[config.mk]
export PLATFORM = sky130hd
export DESIGN_NAME = tx_start_gate
export DESIGN_NICKNAME = d
export VERILOG_FILES = /design/src/rtl/tsg_pkg.sv /design/src/rtl/tsg_ctl.sv /design/src/rtl/tsg_thresh.sv /design/src/rtl/tx_start_gate.sv
export SDC_FILE = /design/constraint.sdc
export NUM_CORES = 1
export LEC_CHECK = 0
export BUFFER_PORTS_ARGS = -buffer_cell sky130_fd_sc_hd__buf_2
export CAP_MARGIN = 20
export CORE_MARGIN = 5
export CORE_UTILIZATION = 25
export DETAILED_ROUTE_END_ITERATION = 7
export GPL_TIMING_DRIVEN = 0
export PLACE_DENSITY = 0.61
export SYNTH_ARGS = -nofsm -noshare
export SYNTH_HDL_FRONTEND = slang
export SYNTH_SLANG_ARGS = --single-unit
[constraint.sdc]
create_clock -name clk -period 4.6 [get_ports clk]
set_input_delay 1.15 -clock clk [delete_from_list [all_inputs] [get_ports clk]]
set_output_delay 1.15 -clock clk [all_outputs]
set_load 0.01 [all_outputs]
[src/rtl/tsg_pkg.sv]
package tsg_pkg;

    typedef enum logic [1:0] {
        ST_IDLE  = 2'd0,
        ST_WAIT  = 2'd1,
        ST_FIRE  = 2'd2,
        ST_ARMED = 2'd3
    } tsg_state_e;

    localparam logic [1:0] SEL_SMALL = 2'd0;
    localparam logic [1:0] SEL_MID   = 2'd1;
    localparam logic [1:0] SEL_LARGE = 2'd2;
    localparam logic [1:0] SEL_WHOLE = 2'd3;

endpackage

[src/rtl/tsg_ctl.sv]
module tsg_ctl (
    input  logic clk,
    input  logic rst_n,
    input  logic soft_rst,
    input  logic wr_en,
    input  logic wr_val,
    input  logic stop,
    input  logic spnd,
    output logic noflo_q
);

    logic wr_ok;

    always_comb begin
        wr_ok = wr_en && (stop || spnd);
    end

    always_ff @(posedge clk or negedge rst_n) begin
        if (!rst_n) begin
            noflo_q <= 1'b0;
        end else if (soft_rst) begin
            noflo_q <= 1'b0;
        end else if (wr_ok) begin
            noflo_q <= wr_val;
        end
    end

    AST_WR_LOCKED: assert property (@(posedge clk) disable iff (!rst_n)
        (!soft_rst && !(stop || spnd)) |=> $stable(noflo_q));

    AST_SRST_CLEARS: assert property (@(posedge clk) disable iff (!rst_n)
        soft_rst |=> !noflo_q);

    AST_WR_TAKES: assert property (@(posedge clk) disable iff (!rst_n)
        (!soft_rst && wr_en && stop) |=> (noflo_q == $past(wr_val)));

endmodule

[src/rtl/tsg_thresh.sv]
module tsg_thresh #(
    parameter int CNT_W = 12,
    parameter int THR0  = 20,
    parameter int THR1  = 64,
    parameter int THR2  = 128
) (
    input  logic [1:0]       sel,
    input  logic             guard_eff,
    input  logic [CNT_W-1:0] frame_len,
    input  logic [CNT_W-1:0] mac_bytes,
    output logic             point_met
);
    import tsg_pkg::*;

    localparam logic [CNT_W-1:0] T_SMALL = CNT_W'(THR0);
    localparam logic [CNT_W-1:0] T_MID   = CNT_W'(THR1);
    localparam logic [CNT_W-1:0] T_LARGE = CNT_W'(THR2);

    logic [CNT_W-1:0] thr;
    logic [CNT_W-1:0] limit;

    always_comb begin
        unique case (sel)
            SEL_SMALL: thr = T_SMALL;
            SEL_MID:   thr = T_MID;
            SEL_LARGE: thr = T_LARGE;
            SEL_WHOLE: thr = guard_eff ? T_LARGE : frame_len;
        endcase
    end

    always_comb begin
        limit     = (frame_len < thr) ? frame_len : thr;
        point_met = (mac_bytes >= limit);
    end

endmodule

[src/rtl/tx_start_gate.sv]
module tx_start_gate #(
    parameter int CNT_W = 12,
    parameter int THR0  = 20,
    parameter int THR1  = 64,
    parameter int THR2  = 128
) (
    input  logic             clk,
    input  logic             rst_n,
    input  logic             soft_rst,
    input  logic             cfg_wr,
    input  logic             cfg_wr_noflo,
    input  logic             stop,
    input  logic             spnd,
    input  logic [1:0]       start_sel,
    input  logic             sram_present,
    input  logic             frame_valid,
    input  logic [CNT_W-1:0] frame_len,
    input  logic [CNT_W-1:0] mac_bytes,
    input  logic             fetch_done,
    input  logic             frame_done,
    output logic             tx_start,
    output logic             cfg_noflo
);
    import tsg_pkg::*;

    tsg_state_e state_q, state_d;
    logic       guard_eff;
    logic       point_met;
    logic       go;

    tsg_ctl u_ctl (
        .clk      (clk),
        .rst_n    (rst_n),
        .soft_rst (soft_rst),
        .wr_en    (cfg_wr),
        .wr_val   (cfg_wr_noflo),
        .stop     (stop),
        .spnd     (spnd),
        .noflo_q  (cfg_noflo)
    );

    always_comb begin
        guard_eff = cfg_noflo && sram_present;
    end

    tsg_thresh #(
        .CNT_W (CNT_W),
        .THR0  (THR0),
        .THR1  (THR1),
        .THR2  (THR2)
    ) u_thr (
        .sel       (start_sel),
        .guard_eff (guard_eff),
        .frame_len (frame_len),
        .mac_bytes (mac_bytes),
        .point_met (point_met)
    );

    always_comb begin
        go = point_met && (!guard_eff || fetch_done);
    end

    // next-state logic
    always_comb begin
        state_d = state_q;
        unique case (state_q)
            ST_IDLE:  if (frame_valid) state_d = ST_WAIT;
            ST_WAIT: begin
                if (frame_done)  state_d = ST_IDLE;
                else if (go)     state_d = ST_FIRE;
            end
            ST_FIRE:  state_d = ST_ARMED;
            ST_ARMED: if (frame_done) state_d = ST_IDLE;
        endcase
    end

    // state register
    always_ff @(posedge clk or negedge rst_n) begin
        if (!rst_n) state_q <= ST_IDLE;
        else        state_q <= state_d;
    end

    // outputs
    always_comb begin
        tx_start = (state_q == ST_FIRE);
    end

    AST_ONE_CYCLE: assert property (@(posedge clk) disable iff (!rst_n)
        tx_start |=> !tx_start);

    AST_ARMED_QUIET: assert property (@(posedge clk) disable iff (!rst_n)
        (state_q == ST_ARMED) |=> !tx_start);

    AST_GUARD_FETCH: assert property (@(posedge clk) disable iff (!rst_n)
        tx_start |-> ($past(fetch_done) || !($past(cfg_noflo) && $past(sram_present))));

    AST_MIN_BYTES: assert property (@(posedge clk) disable iff (!rst_n)
        tx_start |-> (($past(mac_bytes) >= $past(frame_len)) ||
                      ($past(mac_bytes) >= CNT_W'(THR0))));

    AST_NO_DIRECT_FIRE: assert property (@(posedge clk) disable iff (!rst_n)
        (state_q == ST_IDLE) |=> !tx_start);

endmodule

* Yosys cells after proc, flatten, opt, wreduce, memory -nomap -nowiden
Cells that the tools add are included.
** Storage, ports and cells
- Logic and storage cells :: 33
- Bits in registers :: 3
- Input port bits :: 37
** Cells by class
- Magnitude comparators :: 2
- Reductions and logical operators :: 10
- Eq/ne operators :: 9
- Muxes and demuxes :: 10
** Operator list (number)
- 12-bit one-hot mux with 4 select lines :: 1
- 12-bit two-way mux :: 2
- 12-bit >= comparator :: 1
- 12-bit < comparator :: 1
- 2-bit == test, second input constant :: 4
- 2-bit two-way mux :: 4
- 2-bit one-hot mux with 4 select lines :: 1
- 2-bit by 1-bit == test with 1-bit output, second input constant :: 2
- 2-bit zero test :: 2
- 2-bit != test, second input constant :: 2
- 1-bit logical AND :: 3
- 3-bit != test, second input constant :: 1
- 3-bit AND reduction :: 1
- 1-bit logical OR :: 2
- 1-bit two-way mux :: 2
- 2-bit nonzero test :: 1
- 1-bit zero test :: 1

* Depth between registers and ports, before layout
- Depth after elaboration :: 10
- Gate-level depth with buffers :: 16

* Modules after synthesis
A second synthesis with hierarchy kept.
** Second synthesis, totals
- Cell total of the unflattened synthesis :: 102
- Area, all modules :: 824.5 um^2
** Modules (own cells, without submodules)
- tsg_thresh :: area each 664.4 um^2, instances 1, cells an instance 86
- tx_start_gate :: area each 107.6 um^2, instances 1, cells an instance 11
- tsg_ctl :: area each 52.6 um^2, instances 1, cells an instance 5

* Least setup slack after synthesis
No wires, ideal clock.
- Path type :: in2reg
- From :: input sram_present
- To :: register state_q[0]
- Path slack :: 0.434 ns
- Cell stages on the path :: 16
- Arrival :: 4.088 ns
- Data required time :: 4.523 ns
- Library setup time :: 0.077 ns
- Cell sequence :: nand2_1 > and3_1 > buf_2 > nand2_1 > ha_1 > a21o_1 > a21o_1 > a211oi_2 > o21ai_2 > mux2_1 > ha_1 > a21oi_1 > nor2_1 > o31a_1 > a311o_1 > a21oi_1
** Between the ends
- Word-level cells in the longest chain between the ends :: 9
** Ends and longest elaborated chain
- start, declared :: line tx_start_gate.sv:15 : input logic sram_present,
- 1-bit logical AND * :: line tx_start_gate.sv:43 : guard_eff = cfg_noflo && sram_present;
- 12-bit two-way mux :: line tsg_thresh.sv:27 : SEL_WHOLE: thr = guard_eff ? T_LARGE : frame_len;
- 12-bit one-hot mux with 4 select lines :: line tsg_thresh.sv:23 : unique case (sel)
- 12-bit < comparator :: line tsg_thresh.sv:32 : limit = (frame_len < thr) ? frame_len : thr;
- 12-bit two-way mux :: line tsg_thresh.sv:32
- 12-bit >= comparator :: line tsg_thresh.sv:33 : point_met = (mac_bytes >= limit);
- 1-bit logical AND * :: line tx_start_gate.sv:60 : go = point_met && (!guard_eff || fetch_done);
- 3-bit != test (no line) *
- 3-bit AND reduction (no line) *
- end signal, assigned :: line tx_start_gate.sv:80 : else state_q <= state_d;
- end, declared :: line tx_start_gate.sv:26 : tsg_state_e state_q, state_d;
Every way passes the cells marked *; elsewhere a longest branch is shown, timed or not.
A chain may end at the register's enable or synchronous reset.

* Final worst setup path
Same ends and word-level chain as after synthesis.

==> impl_metrics.py <==
metrics = {
    "pwr": {
        "leakagePower_nw": 0.553,
        "worst_ir_drop_vdd_mv": 0.183,
        "power_density_mw_per_mm2": 197,
    },
    "drt": {
        "firstDrtPassIters": 4,
        "ant_nets": 0,
        "wl_per_cell_um": 11.4,
        "drt-initial-drc-count": 8,
        "routed_wl_um": 2170,
        "via_per_inst": 4.63,
        "vias": 880,
        "drc": 0,
    },
    "setup_path": {
        "rrSetupSlack_ps": 910,
        "cp_common_cell": "a21oi_1",
        "reg2reg_to": "state_q[0]",
        "r2r-start": "u_ctl.noflo_q",
        "worst-setup-path-type": "input port to flop",
        "cpMaxStageDelayCell": "mux2_1",
        "path_cells": "buf_2 -> nand2_1 -> and3_1 -> clkbuf_4 -> a21oi_1 -> ha_1 -> nand4_1 -> a211oi_1 -> a211oi_2 -> o21ai_2 -> mux2_1 -> ha_1 -> a21oi_1 -> nor2_1 -> o31a_1 -> a311o_1 -> a21oi_1",
        "ff2ff_path_depth": 16,
        "worstPathArrival_ps": 4460,
        "crit_required_ps": 4750,
        "start_kind": "input port",
        "cp-end-kind": "flop",
        "critPathMaxStageDelay_ps": 350,
        "crit_fanout": 10,
    },
    "synth": {
        "synth_seq_cells": 3,
        "syn_nets": 163,
        "synth_compound_area_frac": 0.235,
        "synth_seq_area_share": 0.0933,
        "synth-xor-area-share": 0,
        "postSynthCellCount": 103,
        "synth_top_family_by_area": "adder cells",
        "yosysTopAreaCellShare": 0.358,
        "avgSynthCellArea_sq_um": 7.81,
        "synthAdderAreaFrac": 0.358,
        "ys_warn_count": 0,
        "synthTopCellsByArea": "ha_1 (36%), nand2_1 (9.8%), dfrtp_1 (9.3%)",
        "ys_types": 32,
        "synth-simple-area-share": 0.216,
        "synthMuxAreaShare": 0.0684,
        "synth_largest_area_cell": "ha_1",
        "netlist_area_sq_um": 805,
    },
    "job": {
        "max_cap_viol_count": 0,
    },
    "finish": {
        "seq_area_sq_um": 75.1,
        "finalNonFillerCells": 190,
        "syn2layout_area_growth_pct": 35.6,
        "multiInputGateArea_sq_um": 711,
        "nets": 207,
        "final_cell_mix": "buf_2 (38), ha_1 (23), nand2_1 (21)",
        "layout_commonest_cell": "buf_2",
        "n_antenna_cell": 0,
        "n_fill_cell": 337,
        "drive_above_1_share": 0.336,
    },
    "clock_network": {
        "cts_tree": "built",
        "clock-sinks": 3,
        "cts_made_buffers": 3,
        "cts_buffer_depth": 2,
        "cts.root.buffer_cell": "clkbuf_4",
        "clk_pin_slew_worst_paths_ps": 40,
        "htree_levels": 1,
        "hold_buffers": 0,
        "clkLatencyLatePin_ps": 230,
    },
    "status": {
        "status": "complete, no violations",
    },
    "placement": {
        "dp_cells": 185,
        "gp_congestion": 0.695,
        "port_buffers": 38,
        "dp_hpwl_um": 2000,
    },
    "global_routing": {
        "grtUsageTotal": 0.103,
        "grt_pass1_wl_um": 3720,
        "grt_max_degree": 11,
        "antenna_found_initial": 0,
        "grt.overflow.total": 0,
        "grt_pass1_vias": 914,
    },
    "sta": {
        "slew_headroom": 0.738,
        "finalHoldViolCount": 0,
        "finalMaxSlewViolations": 0,
        "tightest_slew_ps": 390,
        "setup_viol": 0,
        "grt_setup_unrepaired": "false",
        "clock_skew_ps": 0.908,
        "min_period_ps": 4310,
        "min_period_over_period": 0.936,
        "setup_tns_ps": 0,
        "max_freq_mhz": 232,
    },
    "floorplan": {
        "die_area_sq_mm": 0.00445,
        "rows": 20,
        "core_sq_mm": 0.00308,
        "start_util": 0.261,
        "ios": 39,
        "die_x_um": 66.7,
        "dieHeight_um": 66.7,
    },
    "hold_path": {
        "min_from": "state_q[0]",
        "holdPathStages": 1,
        "min_to": "state_q[0]",
        "hold_path.class": "flop to flop",
    },
}
==> routing by layer <==
layer,share of wire,vias to the layer above,track usage,routed length (um)
li1,-,468,-,-
met1,0.40,394,0.118,874
met2,0.54,18,0.200,1170
met3,0.055,0,0.0185,119
met4,0,0,0.0152,0
met5,0,-,0,0
==> final cells by class <==
type,count,area share
Multi-Input combinational cell,94,0.651
Timing Repair Buffer,39,0.181
Sequential cell,3,0.0688
Tap cell,44,0.0505
Clock buffer,4,0.0241
Inverter,5,0.0172
Buffer,1,0.00688
==> repair_timing <==
item / in CTS / in global routing
setup endpoints to repair: 0 / 2
buffers inserted: 0 / 1
gates resized for setup: 0 / 2
==> how the worst max path moves through the flow <==
stage,from,endpoint
finish,sram_present,state_q[0]
CTS,sram_present,state_q[0]
global placement,sram_present,state_q[0]
detailed placement,sram_present,state_q[0]
floorplan,sram_present,state_q[0]
global route,sram_present,state_q[0]
==> cells in the mapped netlist, drive strengths merged <==
master and number:
a2111oi 1, a211oi 4, a21boi 1, a21o 2, a21oi 7, a311o 1, a311oi 1, and2 1
and3 1, buf 1, dfrtp 3, ha 23, inv 5, mux2 4, mux2i 1, nand2 21
nand2b 1, nand3 2, nand4 3, nor2 8, nor2b 1, nor3 1, o211ai 1, o21a 1
o21ai 4, o21ba 1, o22a 1, o31a 1, or2 1
==> logic make-up after synthesis <==
family | after synthesis
AOI/OAI and AO/OA | 26
adders and majority gates | 23
buffers and inverters | 6
DFF | 3
muxes | 5
and+or+nand+nor | 40
==> report_power, final <==
group | switching [mW] | internal, mW | total, mW
registers | 0.00969 | 0.0354 | 0.0451
logic | 0.0610 | 0.0642 | 0.125
clock network | 0.0126 | 0.0324 | 0.0451
total | 0.0833 | 0.132 | 0.215
==> stage by stage <==
step	setup slack [ps]	area [sq um]	util	hold slack (ps)	total power [mW]
after floorplan	434	805	-	486	0.126
after global placement	27.4	1050	0.341	499	0.160
after detailed placement	-48.5	1050	0.341	517	0.168
after CTS	174	1080	0.350	523	0.215
after global routing	16.7	1090	0.354	543	0.241
final	294	1090	0.354	521	0.215
==> critical path, delay by kind of cell <==
| kind | cells | cell delay, ps |
|---|---|---|
| AOI/OAI and AO/OA | 8 | 1660 |
| adders and majority gates | 2 | 570 |
| buffers and inverters | 2 | 280 |
| muxes | 1 | 350 |
| and+or+nand+nor | 4 | 440 |
Power figures use the tool's default switching activity.
